[config.mk]
export PLATFORM = sky130hd
export DESIGN_NAME = irq_route_regs
export DESIGN_NICKNAME = d
export VERILOG_FILES = /design/src/rtl/irq_route_pkg.sv /design/src/rtl/irq_route_decode.sv /design/src/rtl/irq_route_entry.sv /design/src/rtl/irq_route_regs.sv
export SDC_FILE = /design/constraint.sdc
export NUM_CORES = 2
export LEC_CHECK = 0
export CORE_AREA = 2 2 640 642
export CTS_BUF_LIST = sky130_fd_sc_hd__clkbuf_8 sky130_fd_sc_hd__clkbuf_16
export CTS_CLUSTER_SIZE = 10
export DETAILED_ROUTE_END_ITERATION = 7
export DIE_AREA = 0 0 642 644
export PLACE_DENSITY_LB_ADDON = 0.05
export SETUP_SLACK_MARGIN = 0.15
export SLEW_MARGIN = 20
export SYNTH_ARGS = -nofsm -noshare
export SYNTH_HDL_FRONTEND = slang
export SYNTH_SLANG_ARGS = --single-unit
[constraint.sdc]
create_clock -name clk -period 6.6 [get_ports clk]
set_input_delay 0.66 -clock clk [delete_from_list [all_inputs] [get_ports clk]]
set_output_delay 0.66 -clock clk [all_outputs]
set_load 0.03 [all_outputs]
[src/rtl/irq_route_pkg.sv]
// Package: shared layout of one routing entry and the selector decode kinds.
// Assumes 64-bit entries reached as two 32-bit halves.
package irq_route_pkg;

    localparam int ENTRY_W  = 64;
    localparam int HALF_W   = 32;
    localparam int MASK_BIT = 16;
    localparam int PEND_BIT = 14;
    localparam logic [7:0] SEL_ENTRY_BASE = 8'h10;

    // One routing entry, most significant field first.
    typedef struct packed {
        logic [7:0]  dest_id;
        logic [38:0] reserved;
        logic        mask;
        logic        level_trig;
        logic        remote_pend;
        logic        active_low;
        logic        spare;
        logic        logical_dest;
        logic [2:0]  deliv_mode;
        logic [7:0]  vector;
    } route_entry_t;

    // What the current selector points the window at.
    typedef enum logic [2:0] {
        SK_IDENT   = 3'd0,
        SK_VERSION = 3'd1,
        SK_ARBIT   = 3'd2,
        SK_ENTRY   = 3'd3,
        SK_NONE    = 3'd4
    } sel_kind_e;

endpackage

[src/rtl/irq_route_decode.sv]
// Module: irq_route_decode
// Turns the 8-bit selector into a target kind, an entry number and a half.
// Assumes NUM_PINS is at most 120, so every valid entry number fits the selector.
module irq_route_decode
    import irq_route_pkg::*;
#(
    parameter int NUM_PINS  = 24,
    parameter int PIN_IDX_W = 5
) (
    input  logic [7:0]           sel,
    output sel_kind_e            kind,
    output logic [PIN_IDX_W-1:0] entry_idx,
    output logic                 hi_half
);

    logic [7:0] rel;
    logic [6:0] entry_num;

    // Offset from the first entry selector; bit 0 picks the half.
    always_comb begin
        rel       = sel - SEL_ENTRY_BASE;
        entry_num = rel[7:1];
        hi_half   = rel[0];
        entry_idx = PIN_IDX_W'(entry_num);
    end

    // Classify the selector.
    always_comb begin
        if (sel == 8'h00)
            kind = SK_IDENT;
        else if (sel == 8'h01)
            kind = SK_VERSION;
        else if (sel == 8'h02)
            kind = SK_ARBIT;
        else if (sel >= SEL_ENTRY_BASE && int'(entry_num) < NUM_PINS)
            kind = SK_ENTRY;
        else
            kind = SK_NONE;
    end

endmodule

[src/rtl/irq_route_entry.sv]
// Module: irq_route_entry
// Storage for one 64-bit routing entry with a hardware-set remote-pending flag.
// Assumes wr_lo and wr_hi are never high together (one window access per cycle).
module irq_route_entry
    import irq_route_pkg::*;
(
    input  logic              clk,
    input  logic              rst_n,
    input  logic              wr_lo,
    input  logic              wr_hi,
    input  logic [HALF_W-1:0] wdata,
    input  logic              pend_set,
    output logic [ENTRY_W-1:0] entry_o,
    output logic              mask_flip
);

    logic [HALF_W-1:0] lo_q;
    logic [HALF_W-1:0] hi_q;
    logic              pend_q;

    // Software-written halves; reset leaves only the mask set.
    always_ff @(posedge clk) begin
        if (!rst_n) begin
            lo_q <= HALF_W'(1) << MASK_BIT;
            hi_q <= '0;
        end else begin
            if (wr_lo)
                lo_q <= wdata;
            if (wr_hi)
                hi_q <= wdata;
        end
    end

    // Remote-pending: the delivery engine's set wins over the software clear.
    always_ff @(posedge clk) begin
        if (!rst_n)
            pend_q <= 1'b0;
        else if (pend_set)
            pend_q <= 1'b1;
        else if (wr_lo)
            pend_q <= 1'b0;
    end

    // Assemble the entry with the pending flag in its own bit.
    always_comb begin
        entry_o   = {hi_q, lo_q[HALF_W-1:PEND_BIT+1], pend_q, lo_q[PEND_BIT-1:0]};
        mask_flip = wr_lo && (wdata[MASK_BIT] != lo_q[MASK_BIT]);
    end

    AST_PEND_CLEARED_BY_LOW: assert property (@(posedge clk) disable iff (!rst_n)
        (wr_lo && !pend_set) |=> !entry_o[PEND_BIT]);

    AST_HIGH_KEEPS_PEND: assert property (@(posedge clk) disable iff (!rst_n)
        (wr_hi && !pend_set) |=> (entry_o[PEND_BIT] == $past(entry_o[PEND_BIT])));

    AST_SET_BEATS_CLEAR: assert property (@(posedge clk) disable iff (!rst_n)
        pend_set |=> entry_o[PEND_BIT]);

endmodule

[src/rtl/irq_route_regs.sv]
// Module: irq_route_regs
// Selector/window register file for an interrupt routing table. It exports
// every entry and flags mask changes.
// Assumes single-cycle bus writes and combinational reads from address and state.
module irq_route_regs
    import irq_route_pkg::*;
#(
    parameter int         NUM_PINS     = 24,
    parameter logic [7:0] VERSION_CODE = 8'h11,
    parameter logic [7:0] SEL_OFS      = 8'h00,
    parameter logic [7:0] WIN_OFS      = 8'h10,
    localparam int        PIN_IDX_W    = (NUM_PINS > 1) ? $clog2(NUM_PINS) : 1
) (
    input  logic                        clk,
    input  logic                        rst_n,
    input  logic [7:0]                  bus_addr,
    input  logic                        bus_we,
    input  logic [31:0]                 bus_wdata,
    output logic [31:0]                 bus_rdata,
    input  logic [NUM_PINS-1:0]         pend_set,
    output logic [NUM_PINS*ENTRY_W-1:0] route_table,
    output logic                        mask_chg_valid,
    output logic [PIN_IDX_W-1:0]        mask_chg_pin,
    output logic                        mask_chg_value
);

    localparam logic [7:0] PIN_MAX = 8'(NUM_PINS - 1);

    logic [7:0]           sel_q;
    logic [3:0]           ident_q;
    sel_kind_e            kind;
    logic [PIN_IDX_W-1:0] dec_idx;
    logic                 dec_hi;
    logic                 win_wr;
    logic [NUM_PINS-1:0]  flip_vec;
    logic [ENTRY_W-1:0]   ent [NUM_PINS];
    logic [ENTRY_W-1:0]   sel_entry;
    logic [31:0]          win_rdata;
    logic                 chg_valid_q;
    logic [PIN_IDX_W-1:0] chg_pin_q;
    logic                 chg_value_q;

    irq_route_decode #(
        .NUM_PINS  (NUM_PINS),
        .PIN_IDX_W (PIN_IDX_W)
    ) u_decode (
        .sel       (sel_q),
        .kind      (kind),
        .entry_idx (dec_idx),
        .hi_half   (dec_hi)
    );

    // A window write is a bus write at the window offset.
    assign win_wr = bus_we && (bus_addr == WIN_OFS);

    // Selector register.
    always_ff @(posedge clk) begin
        if (!rst_n)
            sel_q <= '0;
        else if (bus_we && bus_addr == SEL_OFS)
            sel_q <= bus_wdata[7:0];
    end

    // Identifier register, written only through selector 0x00.
    always_ff @(posedge clk) begin
        if (!rst_n)
            ident_q <= '0;
        else if (win_wr && kind == SK_IDENT)
            ident_q <= bus_wdata[27:24];
    end

    // One storage slice per pin.
    for (genvar p = 0; p < NUM_PINS; p++) begin : g_pin
        logic hit;
        assign hit = win_wr && (kind == SK_ENTRY) && (dec_idx == PIN_IDX_W'(p));

        irq_route_entry u_entry (
            .clk       (clk),
            .rst_n     (rst_n),
            .wr_lo     (hit && !dec_hi),
            .wr_hi     (hit && dec_hi),
            .wdata     (bus_wdata),
            .pend_set  (pend_set[p]),
            .entry_o   (ent[p]),
            .mask_flip (flip_vec[p])
        );

        assign route_table[p*ENTRY_W +: ENTRY_W] = ent[p];
    end

    // Mask-change notification, registered so it lines up with the new mask.
    always_ff @(posedge clk) begin
        if (!rst_n) begin
            chg_valid_q <= 1'b0;
            chg_pin_q   <= '0;
            chg_value_q <= 1'b0;
        end else begin
            chg_valid_q <= |flip_vec;
            if (|flip_vec) begin
                chg_pin_q   <= dec_idx;
                chg_value_q <= bus_wdata[MASK_BIT];
            end
        end
    end

    assign mask_chg_valid = chg_valid_q;
    assign mask_chg_pin   = chg_pin_q;
    assign mask_chg_value = chg_value_q;

    // Window read mux over the selected target.
    always_comb begin
        sel_entry = ent[dec_idx];
        unique case (kind)
            SK_IDENT, SK_ARBIT: win_rdata = {4'h0, ident_q, 24'h0};
            SK_VERSION:         win_rdata = {8'h00, PIN_MAX, 8'h00, VERSION_CODE};
            SK_ENTRY:           win_rdata = dec_hi ? sel_entry[63:32] : sel_entry[31:0];
            default:            win_rdata = '0;
        endcase
    end

    // Bus read: selector, window, or zero.
    always_comb begin
        if (bus_addr == SEL_OFS)
            bus_rdata = {24'h0, sel_q};
        else if (bus_addr == WIN_OFS)
            bus_rdata = win_rdata;
        else
            bus_rdata = '0;
    end

    AST_SEL_ONLY_FROM_ITS_OFFSET: assert property (@(posedge clk) disable iff (!rst_n)
        !(bus_we && bus_addr == SEL_OFS) |=> $stable(sel_q));

    AST_OTHER_OFFSETS_READ_ZERO: assert property (@(posedge clk) disable iff (!rst_n)
        (bus_addr != SEL_OFS && bus_addr != WIN_OFS) |-> (bus_rdata == 32'h0));

    AST_IDENT_ONLY_FROM_SEL0: assert property (@(posedge clk) disable iff (!rst_n)
        !(win_wr && sel_q == 8'h00) |=> $stable(ident_q));

    AST_OUT_OF_RANGE_NO_EFFECT: assert property (@(posedge clk) disable iff (!rst_n)
        (win_wr && kind == SK_NONE && pend_set == '0) |=> $stable(route_table));

    AST_PULSE_MATCHES_TABLE: assert property (@(posedge clk) disable iff (!rst_n)
        mask_chg_valid |-> (ent[mask_chg_pin][MASK_BIT] == mask_chg_value));

endmodule

# == Word-level counts from Yosys, hierarchy flattened ==
# Cells that the tools add are included.
# word_totals
ff_bits,1579
in_bits,67
out_inout_bits,1575
elab_cells,326
# classes
add_sub_neg,1
order_cmp,3
eq_ne,53
n_mux,59
bitwise,1
reduce_logical,132
# ops
cell,n
64-bit binary-select mux with 5-bit select,1
64-bit 2-to-1 mux,2
1-bit logical AND,101
32-bit 2-to-1 mux,3
32-bit one-hot mux with 3 select lines,1
1-bit 2-to-1 mux,48
2-bit nonzero test,24
"5-bit by 4-bit equality test with 1-bit output, second input constant",8
"5-bit equality test, second input constant",8
1-bit != test,24
24-bit OR reduction,1
"5-bit by 3-bit equality test with 1-bit output, second input constant",4
8-bit zero test,2
3-bit 2-to-1 mux,4
"5-bit by 2-bit equality test with 1-bit output, second input constant",2
"8-bit by 1-bit equality test with 1-bit output, second input constant",1
"8-bit by 2-bit equality test with 1-bit output, second input constant",1
"8-bit by 5-bit equality test with 1-bit output, second input constant",1
"8-bit by 5-bit >= comparator with 1-bit output, second input constant",1
"8-bit by 5-bit subtractor with 8-bit output, second input constant",1
"7-bit by 5-bit less-than comparator with 1-bit output, second input constant",1
"3-bit by 2-bit equality test with 1-bit output, second input constant",2
"6-bit >= comparator, second input constant",1
5-bit inverter with 6-bit output,1
6 further kinds,6

# == Logic depth before layout (Yosys ltp) ==
# depth
word_depth,13
ltp_mapped,17
ltp_nobuf,10

# == Hierarchy ==
# From an unflattened synthesis, not the netlist that was laid out.
# unflattened
cells_unflattened,6257
area_unflattened_um2,74390.1
# modules_own_cells
mod,n_inst,cells_each,area_each_um2,seq_area_each_um2
irq_route_entry,24,210,2514.9,1281.2
irq_route_regs,1,1194,13870.8,380.4
irq_route_decode,1,23,161.4,0.0

# == Least setup slack after synthesis ==
# Ideal clock, no wire load.
# synth_path
path_kind,reg-to-output
from,register sel_q[4]
to,output bus_rdata[22]
t_arrival_ns,3.606
setup_slack_ns,2.334
path_stages_with_launch,15
path_buffers,7
path_cell_list,dfxtp_1 buf_2 buf_2 clkinv_1 buf_2 buf_2 ha_1 or2_2 nor4b_4 a21o_2 nand2_1 clkbuf_1 clkbuf_1 clkbuf_1 a211oi_1
# synth_between
elab_chain_len,12
word_cells_on_any_way,24
# synth_rtl
item,line_no,source
"start, declared",irq_route_regs.sv:29,logic [7:0] sel_q;
"start signal, assigned",irq_route_regs.sv:61,sel_q <= bus_wdata[7:0];
8-bit by 5-bit subtractor with 8-bit output (*),irq_route_decode.sv:21,rel = sel - SEL_ENTRY_BASE;
named net dec_idx[3],irq_route_regs.sv:32,logic [PIN_IDX_W-1:0] dec_idx;
7-bit by 5-bit less-than comparator with 1-bit output,irq_route_decode.sv:35,else if (sel >= SEL_ENTRY_BASE && int'(entry_num) < NUM_PINS)
1-bit logical AND,irq_route_decode.sv:35,
3-bit 2-to-1 mux,irq_route_decode.sv:35,
3-bit 2-to-1 mux,irq_route_decode.sv:33,else if (sel == 8'h02)
3-bit 2-to-1 mux,irq_route_decode.sv:31,else if (sel == 8'h01)
3-bit 2-to-1 mux,irq_route_decode.sv:29,if (sel == 8'h00)
3-bit by 2-bit equality test with 1-bit output / 3-bit zero test (equally long branches),irq_route_regs.sv:113,unique case (kind)
2-bit OR reduction,irq_route_regs.sv:113,
32-bit one-hot mux with 3 select lines (*),irq_route_regs.sv:113,
32-bit 2-to-1 mux (*),irq_route_regs.sv:125,else if (bus_addr == WIN_OFS)
32-bit 2-to-1 mux (*),irq_route_regs.sv:123,if (bus_addr == SEL_OFS)
"end, declared",irq_route_regs.sv:19,"output logic [31:0] bus_rdata,"
# The timed path passes the listed nets; every way through them passes the cells marked *. The select of a mux whose other input is x is not followed.

# == Final worst setup path ==
# layout_path
from,register sel_q[2]
to,output bus_rdata[0]
# layout_between
elab_chain_len,12
word_cells_on_any_way,24
# layout_rtl
item,line_no
8-bit by 5-bit subtractor with 8-bit output,irq_route_decode.sv:21
7-bit by 5-bit less-than comparator with 1-bit output,irq_route_decode.sv:35
1-bit logical AND,irq_route_decode.sv:35
3-bit 2-to-1 mux,irq_route_decode.sv:35
3-bit 2-to-1 mux,irq_route_decode.sv:33
3-bit 2-to-1 mux,irq_route_decode.sv:31
3-bit 2-to-1 mux,irq_route_decode.sv:29
3-bit by 2-bit equality test with 1-bit output / 3-bit zero test (equally long branches),irq_route_regs.sv:113
2-bit OR reduction,irq_route_regs.sv:113
32-bit one-hot mux with 3 select lines (*),irq_route_regs.sv:113
32-bit 2-to-1 mux (*),irq_route_regs.sv:125
32-bit 2-to-1 mux (*),irq_route_regs.sv:123
# Mark *: on every way between the ends. The rest lies on a longest branch, timed or not. The select of a mux whose other input is x is not followed.

==> flow_summary.ini <==
[timing]
worst_slew_margin_rel_pct = 18.11
hold_viol = 0
finalCritPeriodShare_pct = 89.97
final.min_clock_period_ns = 5.938
fin_skew_ns = 0.09264
fmax_ghz = 0.1684
slew_violations = 0
grt_setup_unrepaired = false
setup-tns-final_ns = 0
setup_viol = 0
worstMarginPinSlew_ns = 1.228

[drt]
drc = 0
first_iter_violations = 6814
postRouteAntennaNets = 0
num_vias = 67640
viasPerCell = 4.582
avgRoutedWirePerCell_um = 37.62
routed_wirelength_um = 555400
drt_pass1_iterations = 5

[place]
hpwlAfterDp_um = 406300
dp_cells = 14330
placed_cell_area_um2 = 89210
gp_congestion = 0.8539
io_buffers = 1641

[synth]
ys_ff_latch = 1555
ys_warn_count = 0
synth_top_family_by_area = simple AND/OR/NAND/NOR gates
syn-num-nets = 7919
synth_area_leaders = dfxtp_1 46%, nand2_1 17%, mux4_2 16%, a21oi_1 11%, clkbuf_1 3.3%
synthesis.area_um2 = 67210
synth-adder-area-share_pct = 0.03723
yosys-top-cells-count = 3072 x nand2_1, 1555 x dfxtp_1, 1535 x a21oi_1
synthMuxAreaShare_pct = 16.61
synth_top_area_share_pct = 46.32
synth_seq_area_share_pct = 46.32
yosysTopAreaCell = dfxtp_1
ys_types = 70
synthSimpleGateAreaFrac_pct = 19.17
synth_ff_type = dfxtp_1
synth_compound_area_share_pct = 12.76
synth-xor-area-share_pct = 0.06516
yosysMostFrequentCell = nand2_1
async_flop_share_pct = 0
synth_edf_count = 0
syn_avg_cell_area_um2 = 8.562
synthesis.instances = 7850

[global_route]
gr-usage-all-layers_pct = 25.72
grt_pass1_wl_um = 711600
antenna_found_initial = 46
grt_overflow = 0
grt_max_degree = 162
grt_pass1_vias = 63860

[pwr]
clkPwrFrac_pct = 54.1
p_leak_uw = 0.02953
switching_share_pct = 25.42
p_int_uw = 16350
powerDensity_nw_per_um2 = 227.5
pwr-share-comb_pct = 3.0
pwr-share-seq_pct = 42.9
switchingPower_uw = 5572
peakVddDrop_v = 0.0001889

[critical_path]
cp-start-kind = register
end_kind = output port
slowest_stage = dfxtp_4
path_delay_family = multiplexers
cp_data_arrival_time_ns = 5.28
worst_ep_required_time_ns = 5.94
slowest_delay_ns = 0.74
crit_top_cell = mux4_2
crit_chain = buf_12 -> mux4_2 -> mux4_2 -> mux2_2 -> a22oi_1 -> o21ai_0 -> clkdlybuf4s50_1
setup.worst_path.class = reg2out
worstPathMaxFanout = 77
worst-path-buf-inv = 2

[cts]
cts_resized = 0
clkSlewWorstSetupHoldPaths_ns = 0.06
cts_buffers = 211
cts_buffer_depth = 4
cts_root_buf = clkbuf_16
clk-insertion-delay-late_ns = 0.93
cts.sinks = 1555
postCtsSetupRepairBufs = 0
htreeDepth = 4
cts_tree = done

[floorplan]
fp.dieW_um = 642
start_util_pct = 16.49
io-pin-count = 1642
core-area_um2 = 407500
die_area_um2 = 413400
num_rows = 235
die_y_um = 644

[cells_and_area]
drive_gt1_share_pct = 12.64
nNetsFinal = 9164
final_cells = 14760
design_area_um2 = 96330
fillCellCount = 44030
layout-area-overhead-vs-synth_pct = 43.33

[min_path]
min_path_type = in2reg

[run_status]
status = completed

[job]
maxCapViolations = 0
==> logic make-up (layout without fill, tap and decap cells) <==
group,after synthesis,count (layout)
buf+inv,809,2223
simple gates,3301,3301
flops,1555,1555
mux,520,520
other cells,0,47
compound gates,1658,1658
fa+ha+maj,2,2
xor+xnor,5,5
==> metrics by stage <==
step / utilization, % / hold slack [ns] / worst slack, ns / total power, µW
after floorplan: - / 0.4639 / 2.334 / 9938
after global placement: 21.89 / 0.4532 / 1.310 / 10280
after detailed placement: 21.89 / 0.4606 / 1.456 / 10280
after CTS: 23.61 / 0.1009 / 0.5039 / 22250
after global routing: 23.63 / 0.1414 / 0.5492 / 22580
final: 23.64 / 0.1997 / 0.6621 / 21920
==> worst reg2reg max path: cells and delay by family, from the launching register on <==
| family | cells | cell delay, ns |
|---|---|---|
| buffers and inverters | 2 | 0.95 |
| AO/OA/AOI/OAI | 1 | 0.22 |
| flip-flops | 1 | 0.97 |
| AND/OR/NAND/NOR | 4 | 2.25 |
==> flip-flops by register name, indices dropped and copies added (netlist names) <==
| name | cells |
|---|---|
| mask_chg_value | 1 |
| mask_chg_pin | 5 |
| ident_q | 4 |
| g_pin.u_entry.hi_q | 768 |
| g_pin.u_entry.lo_q | 744 |
| g_pin.u_entry.pend_q | 24 |
| sel_q | 8 |
| mask_chg_valid | 1 |
==> placed cells by master, fill, tap and decap left out, types with 9 or more instances in the layout <==
cell type / count
a22oi_1: 26
clkbuf_16: 214
o21ai_0: 26
nor2_4: 18
clkinv_2: 22
buf_2: 10
nand4_1: 18
buf_4: 191
mux2_2: 31
dfxtp_1: 1551
nor3_1: 12
a21oi_1: 1535
diode_2: 47
mux2i_1: 16
nor3_4: 9
nand2_1: 3035
nor2_1: 65
inv_1: 66
clkdlybuf4s50_1: 1608
buf_12: 24
nor3_2: 12
clkbuf_8: 67
nand3_1: 27
mux4_2: 473
o211ai_1: 25
nand2_2: 35
==> worst paths after layout <==
kind | startpoint | end | slack, ns | depth (start not counted)
max | sel_q[2]$_SDFFE_PN0P_ | bus_rdata[0] | 0.66 | 7
min | bus_wdata[23] | g_pin[19].u_entry.lo_q[23]$_SDFFE_PN0P_ | 0.20 | 3
max reg2reg | sel_q[1]$_SDFFE_PN0P_ | g_pin[19].u_entry.lo_q[25]$_SDFFE_PN0P_ | 2.15 | 7
min reg2reg | g_pin[3].u_entry.lo_q[22]$_SDFFE_PN0P_ | g_pin[3].u_entry.lo_q[22]$_SDFFE_PN0P_ | 0.47 | 2
==> timing repair <==
item / CTS / global route
hold endpoints to repair: 6 / 0
endpoints found under the setup margin: 0 / 0
hold buffers: 1 / 0
==> power by group through the flow <==
stage	clock network, µW	logic (µW)	registers [µW]
finish	11800	659	9410
global placement	0	664	9620
detailed placement	0	664	9620
global route	12500	681	9410
CTS	12200	666	9410
floorplan	0	322	9620
==> area by class of cell <==
cell class	instances	area (µm²)	share of cell area [%]
multi-input cells	5486	33140	34.40
flip-flops and latches	1555	31140	32.33
repair buffers	1834	18070	18.76
well taps	5451	6820	7.080
clock buffers	281	6277	6.516
clock inverters	101	720.7	0.7481
diodes	47	117.6	0.1221
inverters	7	38.79	0.04026
==> metal layers <==
| layer | global-route usage (%) | vias to the layer above | share of wire, % |
|---|---|---|---|
| met1 | 30.78 | 35020 | 40 |
| met4 | 10.26 | 6 | 4.6 |
| li1 | - | 29140 | - |
| met5 | 0 | - | 0.0074 |
| met2 | 45.19 | 2965 | 50 |
| met3 | 4.748 | 511 | 5.9 |
(Power assumes the default switching activity.)
